[config.mk]
export PLATFORM = sky130hd
export DESIGN_NAME = dma_stream_splitter
export DESIGN_NICKNAME = d
export VERILOG_FILES = /design/src/rtl/dma_stream_splitter_pkg.sv /design/src/rtl/midend_port_map.sv /design/src/rtl/midend_unit_tracker.sv /design/src/rtl/dma_stream_splitter.sv
export SDC_FILE = /design/constraint.sdc
export NUM_CORES = 1
export LEC_CHECK = 0
export ABC_AREA = 1
export BUFFER_PORTS_ARGS = -buffer_cell sky130_fd_sc_hd__clkbuf_2
export CAP_MARGIN = 20
export CORE_MARGIN = 1.5
export CORE_UTILIZATION = 50
export DETAILED_ROUTE_END_ITERATION = 8
export GPL_ROUTABILITY_DRIVEN = 0
export PLACE_DENSITY = 0.78
export SLEW_MARGIN = 20
export SYNTH_ARGS = -nofsm -noshare
export SYNTH_HDL_FRONTEND = slang
export SYNTH_SLANG_ARGS = --single-unit
[constraint.sdc]
create_clock -name clk_i -period 2.05 [get_ports clk_i]
set_input_delay 0.41 -clock clk_i [delete_from_list [all_inputs] [get_ports clk_i]]
set_output_delay 0.41 -clock clk_i [all_outputs]
set_load 0.02 [all_outputs]
[src/rtl/dma_stream_splitter_pkg.sv]
package dma_stream_splitter_pkg;
  typedef enum logic [1:0] {
    ST_IDLE  = 2'd0,
    ST_ISSUE = 2'd1,
    ST_WAIT  = 2'd2,
    ST_DONE  = 2'd3
  } split_state_e;
endpackage

[src/rtl/midend_port_map.sv]
module midend_port_map #(
  parameter int unsigned AW = 32,
  parameter int unsigned OW = 4,
  parameter logic [AW-1:0] STREAM_ADDR = '1
) (
  input  logic [AW-1:0] src_i,
  input  logic [AW-1:0] dst_i,
  input  logic [OW-1:0] opt_i,
  output logic          src_stream_o,
  output logic          dst_stream_o,
  output logic [OW-1:0] opt_o
);
  assign src_stream_o = (src_i == STREAM_ADDR);
  assign dst_stream_o = (dst_i == STREAM_ADDR);

  generate
    if (OW > 2) begin : g_keep_upper
      assign opt_o = {opt_i[OW-1:2], dst_stream_o, src_stream_o};
    end else begin : g_sel_only
      assign opt_o = {dst_stream_o, src_stream_o};
    end
  endgenerate
endmodule

[src/rtl/midend_unit_tracker.sv]
module midend_unit_tracker #(
  parameter int unsigned AW = 32,
  parameter int unsigned LW = 32,
  parameter int unsigned UNIT_BYTES = 4
) (
  input  logic          clk_i,
  input  logic          rst_i,
  input  logic          load_i,
  input  logic [AW-1:0] src_i,
  input  logic [AW-1:0] dst_i,
  input  logic [LW-1:0] len_i,
  input  logic          src_fixed_i,
  input  logic          dst_fixed_i,
  input  logic          step_i,
  output logic [AW-1:0] cur_src_o,
  output logic [AW-1:0] cur_dst_o,
  output logic [LW-1:0] remain_o,
  output logic [LW-1:0] unit_len_o,
  output logic          last_unit_o
);
  localparam logic [LW-1:0] UNIT_L = LW'(UNIT_BYTES);
  localparam logic [AW-1:0] UNIT_A = AW'(UNIT_BYTES);

  logic src_fixed_q, dst_fixed_q;

  assign last_unit_o = (remain_o <= UNIT_L);
  assign unit_len_o  = last_unit_o ? remain_o : UNIT_L;

  always_ff @(posedge clk_i) begin
    if (rst_i) begin
      cur_src_o   <= '0;
      cur_dst_o   <= '0;
      remain_o    <= '0;
      src_fixed_q <= 1'b0;
      dst_fixed_q <= 1'b0;
    end else if (load_i) begin
      cur_src_o   <= src_i;
      cur_dst_o   <= dst_i;
      remain_o    <= len_i;
      src_fixed_q <= src_fixed_i;
      dst_fixed_q <= dst_fixed_i;
    end else if (step_i) begin
      remain_o <= remain_o - unit_len_o;
      if (!src_fixed_q) cur_src_o <= cur_src_o + UNIT_A;
      if (!dst_fixed_q) cur_dst_o <= cur_dst_o + UNIT_A;
    end
  end

  AST_STREAM_SRC_FIXED: assert property (@(posedge clk_i) disable iff (rst_i)
    step_i && !load_i && src_fixed_q |=> $stable(cur_src_o));
  AST_MEM_SRC_ADVANCE: assert property (@(posedge clk_i) disable iff (rst_i)
    step_i && !load_i && !src_fixed_q |=> cur_src_o == $past(cur_src_o) + UNIT_A);
endmodule

[src/rtl/dma_stream_splitter.sv]
module dma_stream_splitter
  import dma_stream_splitter_pkg::*;
#(
  parameter int unsigned AW = 32,
  parameter int unsigned LW = 32,
  parameter int unsigned OW = 4,
  parameter int unsigned UNIT_BYTES = 4,
  parameter logic [AW-1:0] STREAM_ADDR = 32'h2000_3000
) (
  input  logic          clk_i,
  input  logic          rst_i,
  input  logic          req_valid_i,
  output logic          req_ready_o,
  input  logic [AW-1:0] req_src_i,
  input  logic [AW-1:0] req_dst_i,
  input  logic [LW-1:0] req_len_i,
  input  logic [OW-1:0] req_opt_i,
  output logic          be_valid_o,
  input  logic          be_ready_i,
  output logic [AW-1:0] be_src_o,
  output logic [AW-1:0] be_dst_o,
  output logic [LW-1:0] be_len_o,
  output logic [OW-1:0] be_opt_o,
  input  logic          be_rsp_valid_i,
  output logic          be_rsp_ready_o,
  input  logic          be_rsp_last_i,
  output logic          done_valid_o,
  input  logic          done_ready_i
);
  split_state_e state_q;
  logic          split_q;
  logic [OW-1:0] opt_q;
  logic          src_stream, dst_stream;
  logic [OW-1:0] opt_mapped;
  logic          accept, rsp_fire, load, step;
  logic [LW-1:0] remain, unit_len;
  logic          last_unit;

  midend_port_map #(
    .AW(AW), .OW(OW), .STREAM_ADDR(STREAM_ADDR)
  ) i_port_map (
    .src_i        (req_src_i),
    .dst_i        (req_dst_i),
    .opt_i        (req_opt_i),
    .src_stream_o (src_stream),
    .dst_stream_o (dst_stream),
    .opt_o        (opt_mapped)
  );

  assign accept   = req_valid_i && (state_q == ST_IDLE);
  assign rsp_fire = be_rsp_valid_i && (state_q == ST_WAIT);
  assign load     = accept;
  assign step     = rsp_fire;

  midend_unit_tracker #(
    .AW(AW), .LW(LW), .UNIT_BYTES(UNIT_BYTES)
  ) i_tracker (
    .clk_i       (clk_i),
    .rst_i       (rst_i),
    .load_i      (load),
    .src_i       (req_src_i),
    .dst_i       (req_dst_i),
    .len_i       (req_len_i),
    .src_fixed_i (src_stream),
    .dst_fixed_i (dst_stream),
    .step_i      (step),
    .cur_src_o   (be_src_o),
    .cur_dst_o   (be_dst_o),
    .remain_o    (remain),
    .unit_len_o  (unit_len),
    .last_unit_o (last_unit)
  );

  always_ff @(posedge clk_i) begin
    if (rst_i) begin
      state_q <= ST_IDLE;
      split_q <= 1'b0;
      opt_q   <= '0;
    end else begin
      unique case (state_q)
        ST_IDLE: if (req_valid_i) begin
          split_q <= src_stream;
          opt_q   <= opt_mapped;
          state_q <= (req_len_i == '0) ? ST_DONE : ST_ISSUE;
        end
        ST_ISSUE: if (be_ready_i) state_q <= ST_WAIT;
        ST_WAIT: if (be_rsp_valid_i) begin
          state_q <= (!split_q || be_rsp_last_i || last_unit) ? ST_DONE : ST_ISSUE;
        end
        ST_DONE: if (done_ready_i) state_q <= ST_IDLE;
        default: state_q <= ST_IDLE;
      endcase
    end
  end

  assign req_ready_o    = (state_q == ST_IDLE);
  assign be_valid_o     = (state_q == ST_ISSUE);
  assign be_rsp_ready_o = (state_q == ST_WAIT);
  assign done_valid_o   = (state_q == ST_DONE);
  assign be_len_o       = split_q ? unit_len : remain;
  assign be_opt_o       = opt_q;

  AST_REQ_HOLD: assert property (@(posedge clk_i) disable iff (rst_i)
    be_valid_o && !be_ready_i |=> be_valid_o && $stable(be_src_o) && $stable(be_dst_o) && $stable(be_len_o) && $stable(be_opt_o));
  AST_UNIT_LEN: assert property (@(posedge clk_i) disable iff (rst_i)
    be_valid_o && be_opt_o[0] |-> be_len_o != '0 && be_len_o <= LW'(UNIT_BYTES));
  AST_BUSY_NO_ACCEPT: assert property (@(posedge clk_i) disable iff (rst_i)
    req_ready_o |-> !be_valid_o && !done_valid_o);
  AST_DONE_HOLD: assert property (@(posedge clk_i) disable iff (rst_i)
    done_valid_o && !done_ready_i |=> done_valid_o);
  AST_ZERO_LEN: assert property (@(posedge clk_i) disable iff (rst_i)
    req_valid_i && req_ready_o && req_len_i == '0 |=> done_valid_o && !be_valid_o);
  AST_NO_OPT_CHANGE_MIDWAY: assert property (@(posedge clk_i) disable iff (rst_i)
    be_rsp_valid_i && be_rsp_ready_o |=> $stable(be_opt_o));
endmodule

==> results.yml, run 1 <==
status:
  status: "finished, final reports clean"
critical_path:
  end_kind: "output port"
  rrSetupSlack_ns: 0.08
  rr_startpoint: "i_tracker.remain_o[20]$_SDFFE_PP0P_"
  reg2regPathDepth: 18
  crit_end: "be_len_o[2]"
  arrival_ns: 1.62
  cpPeakStageDelay_ns: 0.33
  r2r-end: "i_tracker.remain_o[12]$_SDFFE_PP0P_"
  critPathLaunch: "i_tracker.remain_o[20]$_SDFFE_PP0P_"
  crit_chain: "inv_2, nand2_2, nor2_4, nand2_2, nor2_4, nand3_4, inv_4, nor2_4, inv_2, nand2_2, buf_8"
  cp.required_ns: 1.64
  worstSetupPathDepth: 11
  slowest_stage: "dfxtp_2"
  crit_fanout: 3
  path_class: "reg2out"
  cp_num_buf_inv: 4
  startpoint_type: "flip-flop"
  cp_top_family: "simple AND/OR/NAND/NOR gates"
floorplanning:
  floorplan.initialDensity: 0.513
  die_h_um: 122
  core-area_um2: 13900
  num_io_pins: 211
  rows: 43
  die_w_um: 122
  dieArea_um2: 15000
drt:
  drt-vias-per-instance: 5.61
  wl_per_cell_um: 15.1
  drt_wl_total_um: 24300
  final_antenna_net_count: 0
  dr.first_iter.drc_count: 1000
  vias: 9042
  drc: 0
  drtPass1Iterations: 6
placement:
  dp_hpwl_um: 17900
  port_buffers: 208
  dp_cells: 1575
run:
  drv_cap: 0
clocking:
  cts_tree: "built"
  path_clk_slew_ns: 0.07
  numCtsBuffers: 9
  cts.sink_count: 102
  root_buffer: "clkbuf_16"
  htreeDepth: 3
  insertion_delay_ns: 0.35
  cts_buffer_depth: 2
timing:
  max_freq_ghz: 0.493
  period_needed_ns: 2.03
  hold_viol_final: 0
  slew_viol_final: 0
  rsz0062_at_grt: "yes"
  period_share: 0.989
  setup_viol: 0
  whs_ns: 0.283
  fin_setup_tns_ns: 0
  finClkSkew_ns: 0.00518
  slew_headroom: 0.577
  tightest_slew_ns: 0.634
finish:
  utilization: 0.680
  layout_common_cells: "223 x nand2_1, 204 x clkbuf_2, 164 x nor2_1"
  diodes: 0
  area_growth_pct: 32.6
  final_cells: 1611
  final_nets: 1538
  final_common_cell: "nand2_1"
  layout-drive-gt1-share: 0.303
grt:
  grt_pass1_vias: 7874
  grt_antenna_before_repair: 0
  grt_use_total: 0.313
  grt_overflow: 0
  grt_pass1_wl_um: 37500
  grt_max_degree: 87
power:
  leakage_nw: 4.35
  power_density_nw_per_um2: 868
  peakVddDrop_mv: 0.519
synthesis:
  ys_types: 46
  synth_cells: 1168
  seq_area_frac_synth: 0.287
  yosys_warnings: 0
  ys_seq_elements: 102
  synth.net_count: 1278
  mappedNetlistArea_um2: 7120
  syn_avg_cell_area_um2: 6.09
min_path:
  hp-class: "in2reg"
## cell usage after synthesis (all sizes together)
cell,count,share of area
a21oi,100,0.071
clkinv,1,0.00053
conb,1,0.00053
or4,1,0.0011
and2,2,0.0018
ha,3,0.0053
clkbuf,31,0.016
nor3,31,0.027
nor3b,2,0.0021
a221oi,5,0.0062
inv,138,0.073
o211a,1,0.0014
a211oi,2,0.0021
nand3b,2,0.0021
a31oi,16,0.014
o21bai,1,0.0011
and3,1,0.00088
o22ai,3,0.0026
buf,21,0.016
nand4,28,0.025
nand2,243,0.13
xnor2,7,0.0086
a311oi,2,0.0025
nor2,191,0.11
a21o,1,0.0011
or2,8,0.0070
o21ai,97,0.068
nor4,30,0.026
dfxtp,102,0.29
o211ai,12,0.013
xor2,23,0.028
nand3,62,0.047
## sequential cells by signal (all words and copies together), names as in the netlist
register,cells
be_opt_o,4
i_tracker.cur_dst_o,32
i_tracker.cur_src_o,32
i_tracker.remain_o,32
state_q,2
## cell families after synthesis
logic type,Yosys count,share of synthesized area
buffers and inverters,191,0.105
DFF,102,0.287
adders and majority gates,3,0.00527
and+or+nand+nor,601,0.382
xor gates and xnor gates,30,0.0369
AOI/OAI and AO/OA,240,0.183
other,1,0.000527
## repair_timing
item	in CTS	in global routing
gates resized for setup	26	68
endpoints found under the setup margin	3	35
hold buffers	0	0
buffers inserted	12	11
pin swaps	8	20
## power breakdown
part,internal (mW),switching [mW]
logic,1.47,2.50
registers,2.30,0.326
clock network,0.842,0.758
## worst min-delay path by stage
stage	startpoint	end	slack, ns	cells after the start
after detailed placement	i_tracker.remain_o[31]$_SDFFE_PP0P_	i_tracker.remain_o[31]$_SDFFE_PP0P_	0.48	2
final	req_opt_i[2]	be_opt_o[2]$_SDFFE_PP0P_	0.28	3
after global placement	i_tracker.remain_o[31]$_SDFFE_PP0P_	i_tracker.remain_o[31]$_SDFFE_PP0P_	0.47	2
after CTS	req_opt_i[3]	be_opt_o[3]$_SDFFE_PP0P_	0.28	3
after global routing	req_src_i[0]	i_tracker.cur_src_o[0]$_SDFFE_PP0P_	0.30	3
after floorplan	i_tracker.remain_o[31]$_SDFFE_PP0P_	i_tracker.remain_o[31]$_SDFFE_PP0P_	0.46	2
## stage by stage
stage	total power [mW]	setup slack [ns]	cell area, um^2
floorplan	4.99	0.0312	7120
detailed placement	6.31	0.0993	8750
finish	8.19	0.0232	9430
CTS	7.97	-0.00451	9160
global route	8.70	-0.0578	9430
global placement	6.25	0.115	8750
## tightest hold or removal path, delay by kind of cell
kind,cells,cell delay (ns)
AND/OR/NAND/NOR,2,0.11
buffers and inverters,1,0.07
## routing by layer
layer  part of all wire  vias to the layer above  track usage
met5                  0                        -            0
met4              0.026                        0        0.121
met3              0.081                       57       0.0367
met2               0.47                      453        0.528
met1               0.42                     4146        0.410
li1                   -                     4386            -
## final cells by class
type	instances	area [um^2]
multi-input cells	875	4530
fillers	1254	4450
flip-flops and latches	102	2070
repair buffers	301	1820
inverters	139	532
clock buffers	12	246
well taps	180	225
clock inverters	2	10.0
(Power assumes the default switching activity.)
==> run 2, diff against run 1 <==
Settings changed: CTS_BUF_LIST from default to sky130_fd_sc_hd__clkbuf_4 sky130_fd_sc_hd__clkbuf_8 sky130_fd_sc_hd__clkbuf_16.
==> run 2 against run 1 <==
  * Worst hold slack improved by 0.0010 ns
  * Combinational power increased by 1%
  * Clock power hardly changed
  * Worst setup slack got worse by 0.0079 ns
  * Critical endpoint unchanged
  * Highest routed layer unchanged
  * Via count rose by 1.0%
==> results.yml, run 2 (same netlist as run 1, synthesis figures left out) <==
critical_path:
  rrSetupSlack_ns: 0.03
  cp_top_family: "simple AND/OR/NAND/NOR gates"
  cp_num_buf_inv: 4
  r2r-end: "i_tracker.cur_dst_o[24]$_SDFFE_PP0P_"
  path_class: "reg2out"
  arrival_ns: 1.62
  rr_startpoint: "i_tracker.cur_dst_o[2]$_SDFFE_PP0P_"
  reg2regPathDepth: 12
  end_kind: "output port"
  cpPeakStageDelay_ns: 0.34
  cp.required_ns: 1.64
  startpoint_type: "flip-flop"
  crit_chain: "inv_4, nand2_4, nor2_1, nand2_1, nor2_2, nand3_4, inv_2, nor2_4, inv_2, nand2_2, clkbuf_8"
  critPathLaunch: "i_tracker.remain_o[5]$_SDFFE_PP0P_"
  crit_fanout: 4
  crit_path_frequent_cell: "inv_2"
  slowest_stage: "dfxtp_2"
run:
  drv_cap: 0
timing:
  rsz0062_at_grt: "yes"
  setup_viol: 0
  fin_setup_tns_ns: 0
  slew_headroom: 0.582
  period_needed_ns: 2.03
  tightest_slew_ns: 0.626
  max_freq_ghz: 0.491
  finClkSkew_ns: 0.00705
  period_share: 0.993
  slew_viol_final: 0
  timing.final.ws_setup_ns: 0.0153
  hold_viol_final: 0
clocking:
  root_buffer: "clkbuf_16"
  insertion_delay_ns: 0.36
  path_clk_slew_ns: 0.07
  cts_tree: "built"
  htreeDepth: 3
  cts_buffer_depth: 2
  numCtsBuffers: 9
  cts.sink_count: 102
placement:
  place_ws_ns: 0.0993
  dp_hpwl_um: 17900
  port_buffers: 208
  dp_cells: 1575
floorplanning:
  core-area_um2: 13900
  die_h_um: 122
  dieArea_um2: 15000
  floorplan.initialDensity: 0.513
  rows: 43
  die_w_um: 122
  num_io_pins: 211
drt:
  dr.first_iter.drc_count: 1004
  drc: 0
  vias: 9134
  drt_wl_total_um: 24600
  final_antenna_net_count: 0
  wl_per_cell_um: 15.3
  drt-vias-per-instance: 5.66
  drtPass1Iterations: 5
finish:
  diodes: 0
  final_cells: 1615
  reg_top3: "i_tracker.cur_dst_o x32, i_tracker.cur_src_o x32, i_tracker.remain_o x32"
  layout_common_cells: "223 x nand2_1, 204 x clkbuf_2, 165 x nor2_1"
  final_common_cell: "nand2_1"
  area_growth_pct: 33.3
  utilization: 0.683
  layout-drive-gt1-share: 0.304
  final_nets: 1542
grt:
  grt_pass1_vias: 7893
  grt_overflow: 0
  grt_use_total: 0.314
  grt_antenna_before_repair: 0
  grt_max_degree: 87
  grt_pass1_wl_um: 37600
min_path:
  hp-class: "in2reg"
  whs_path_depth: 3
  hp-start: "req_opt_i[2]"
  min_to: "be_opt_o[2]$_SDFFE_PP0P_"
power:
  total_power_mw: 8.27
  power_density_nw_per_um2: 872
  peakVddDrop_mv: 0.498
  leakage_nw: 4.37
status:
  status: "finished, final reports clean"
[run 2: layout make-up]
type | count | area, um^2
Inverter | 139 | 534
Fill cell | 1239 | 4400
Clock buffer | 12 | 254
Multi-Input combinational cell | 875 | 4540
Timing Repair Buffer | 304 | 1850
Timing Repair inverter | 1 | 6.26
Sequential cell | 102 | 2070
Tap cell | 180 | 225
Clock inverter | 2 | 10.0
[run 2: tightest hold or removal path, stage by stage]
cell	delay, ns
clkbuf_2	0.07
nor2_1	0.03
nor2_1	0.08
[run 2: through the flow]
step / hold slack, ns / area (um^2)
after global placement: 0.468 / 8750
after floorplan: 0.457 / 7120
after global routing: 0.301 / 9490
after detailed placement: 0.476 / 8750
after CTS: 0.280 / 9160
final: 0.284 / 9490
[run 2: where the power goes]
group | internal (mW) | leakage [nW] | switching [mW]
registers | 2.29 | 0.843 | 0.328
clock network | 0.868 | 0.135 | 0.764
logic | 1.48 | 3.39 | 2.53
total | 4.65 | 4.37 | 3.62
[run 2: worst max-delay path by stage]
| stage | end | slack [ns] | cells past startpoint |
|---|---|---|---|
| floorplan | i_tracker.cur_dst_o[28]$_SDFFE_PP0P_ | 0.03 | 13 |
| global placement | i_tracker.remain_o[16]$_SDFFE_PP0P_ | 0.12 | 15 |
| detailed placement | i_tracker.remain_o[12]$_SDFFE_PP0P_ | 0.1 | 15 |
| CTS | be_len_o[2] | -0.004 | 9 |
| global route | i_tracker.remain_o[18]$_SDFFE_PP0P_ | -0.07 | 14 |
| finish | be_len_o[2] | 0.02 | 11 |
[run 2: per-layer routing]
layer / vias to the layer above / track usage / share of wire
li1: 4401 / - / -
met1: 4179 / 0.408 / 0.41
met2: 490 / 0.531 / 0.47
met3: 64 / 0.0386 / 0.084
met4: 0 / 0.119 / 0.026
met5: - / 0 / 0
[run 2: repair_timing]
action | in CTS | in global routing
endpoints found under the setup margin | 3 | 36
gates cloned | 0 | 1
pin swaps | 8 | 31
hold buffers | 0 | 0
buffers inserted | 12 | 14
resized for setup | 26 | 66
==> run 3, diff against run 2 <==
Settings changed: CORE_ASPECT_RATIO from default to 1.1, CORE_UTILIZATION 50 to 53, PLACE_DENSITY 0.78 to 0.82, SKIP_CTS_REPAIR_TIMING from default to 1.
==> run 3 against run 2 <==
  * The flow now finishes with violations (setup timing)
  * Worst setup slack worse by 0.062 ns
  * Clock skew increased by 0.0030 ns
  * First-iteration DRC count rose by 0.20%
  * Die area is 5.5% lower
  * Clock-buffer cell count is 3 lower
  * Sequential share of layout area is 0.086 points higher
  * Largest power group unchanged
==> results.yml, run 3 (same netlist as run 1, synthesis figures left out) <==
min_path:
  hp-class: "in2reg"
critical_path:
  arrival_ns: 1.69
  cp_num_buf_inv: 2
  crit_fanout: 3
  cpPeakStageDelay_ns: 0.35
  end_kind: "output port"
  startpoint_type: "flip-flop"
  path_class: "reg2out"
  slowest_stage: "dfxtp_2"
  cp_top_family: "simple AND/OR/NAND/NOR gates"
  crit_chain: "nor2_4, nand2_2, nor3_4, nand3_4, inv_2, nor2_2, nor2_1, buf_4"
  cp.required_ns: 1.64
floorplanning:
  die_h_um: 125
  rows: 44
  core-area_um2: 13200
  die_w_um: 113
  floorplan.initialDensity: 0.541
  num_io_pins: 211
  dieArea_um2: 14100
drt:
  drt-vias-per-instance: 5.68
  drt_wl_total_um: 23800
  drc: 0
  drtPass1Iterations: 8
  vias: 8996
  wl_per_cell_um: 15.0
  dr.first_iter.drc_count: 1006
  final_antenna_net_count: 0
timing:
  slew_viol_final: 0
  hold_viol_final: 0
  period_needed_ns: 2.10
  rsz0062_at_grt: "yes"
  tightest_slew_ns: 0.561
  finClkSkew_ns: 0.0101
  slew_headroom: 0.623
  timing.final.ws_setup_ns: -0.0467
  whs_ns: 0.273
  period_share: 1.02
  setup_viol: 3
  max_freq_ghz: 0.477
placement:
  dp_cells: 1558
  place_ws_ns: 0.0463
  dp_hpwl_um: 17500
  port_buffers: 208
finish:
  layout-drive-gt1-share: 0.302
  final_nets: 1529
  layout_common_cells: "222 x nand2_1, 204 x clkbuf_2, 166 x nor2_1"
  diodes: 0
  n_fill_cell: 1128
  final_cells: 1585
  final_common_cell: "nand2_1"
  area_growth_pct: 32.6
  reg_top3: "i_tracker.cur_dst_o x32, i_tracker.cur_src_o x32, i_tracker.remain_o x32"
clocking:
  cts.sink_count: 102
  htreeDepth: 3
  cts_buffer_depth: 2
  root_buffer: "clkbuf_16"
  cts_tree: "built"
  insertion_delay_ns: 0.36
  numCtsBuffers: 9
  path_clk_slew_ns: 0.07
power:
  power_density_nw_per_um2: 900
  leakage_nw: 4.34
  peakVddDrop_mv: 0.485
grt:
  grt_pass1_vias: 8086
  grt_use_total: 0.322
  grt_antenna_before_repair: 0
  grt_pass1_wl_um: 37500
  grt_max_degree: 87
  grt_overflow: 0
run:
  drv_cap: 0
status:
  status: "complete, but fails checks"
  violations: "setup timing"
[run 3: cell types whose count changed in the layout (fill, tap and decap cells not counted), moves of 3 or more]
cell     before  now
nand3_1      55   51
a21oi_1      97   94
buf_4        91   77
a21oi_2       2    6
inv_6         0    3
nand3_2       5   10
[run 3: path summary, 6_finish.rpt]
kind	start	end	slack (ns)	cells after the start
worst max-delay path	i_tracker.remain_o[24]$_SDFFE_PP0P_	be_len_o[1]	-0.05	8
worst min-delay path	req_opt_i[3]	be_opt_o[3]$_SDFFE_PP0P_	0.27	3
worst max register to register	i_tracker.remain_o[24]$_SDFFE_PP0P_	i_tracker.remain_o[18]$_SDFFE_PP0P_	0.01	14
worst min register to register	i_tracker.remain_o[31]$_SDFFE_PP0P_	i_tracker.remain_o[31]$_SDFFE_PP0P_	0.49	2
[run 3: stage by stage]
| step | total power [mW] | util | cell area [um^2] | setup TNS [ns] |
|---|---|---|---|---|
| after floorplan | 4.99 | - | 7120 | 0 |
| after global routing | 8.99 | 0.717 | 9440 | -1.79 |
| after detailed placement | 6.31 | 0.665 | 8750 | 0 |
| after CTS | 8.21 | 0.690 | 9080 | -0.448 |
| after global placement | 6.24 | 0.665 | 8750 | 0 |
| final | 8.49 | 0.717 | 9440 | -0.112 |
[run 3: layer usage]
layer / vias to the layer above / share of wire / track usage
met4: 0 / 0.038 / 0.141
met3: 88 / 0.087 / 0.0496
met1: 4006 / 0.40 / 0.415
li1: 4370 / - / -
met5: - / 0 / 0
met2: 532 / 0.47 / 0.531
[run 3: report_power, final]
| part | switching (mW) | total, mW | internal (mW) |
|---|---|---|---|
| Combinational | 2.51 | 3.96 | 1.46 |
| Sequential | 0.318 | 2.61 | 2.29 |
| Clock | 0.834 | 1.91 | 1.08 |
[run 3: layout make-up]
class / instances / area [um^2] / share of cell area
clock buffers: 9 / 225 / 0.0239
inverters: 139 / 534 / 0.0566
flip-flops and latches: 102 / 2060 / 0.219
clock inverters: 7 / 96.3 / 0.0102
repair buffers: 292 / 1780 / 0.188
well taps: 161 / 201 / 0.0213
multi-input cells: 875 / 4540 / 0.481
[run 3: worst min-delay path: stages]
cell and delay (ns):
clkbuf_2 0.07, nor2_1 0.03, nor2_1 0.08
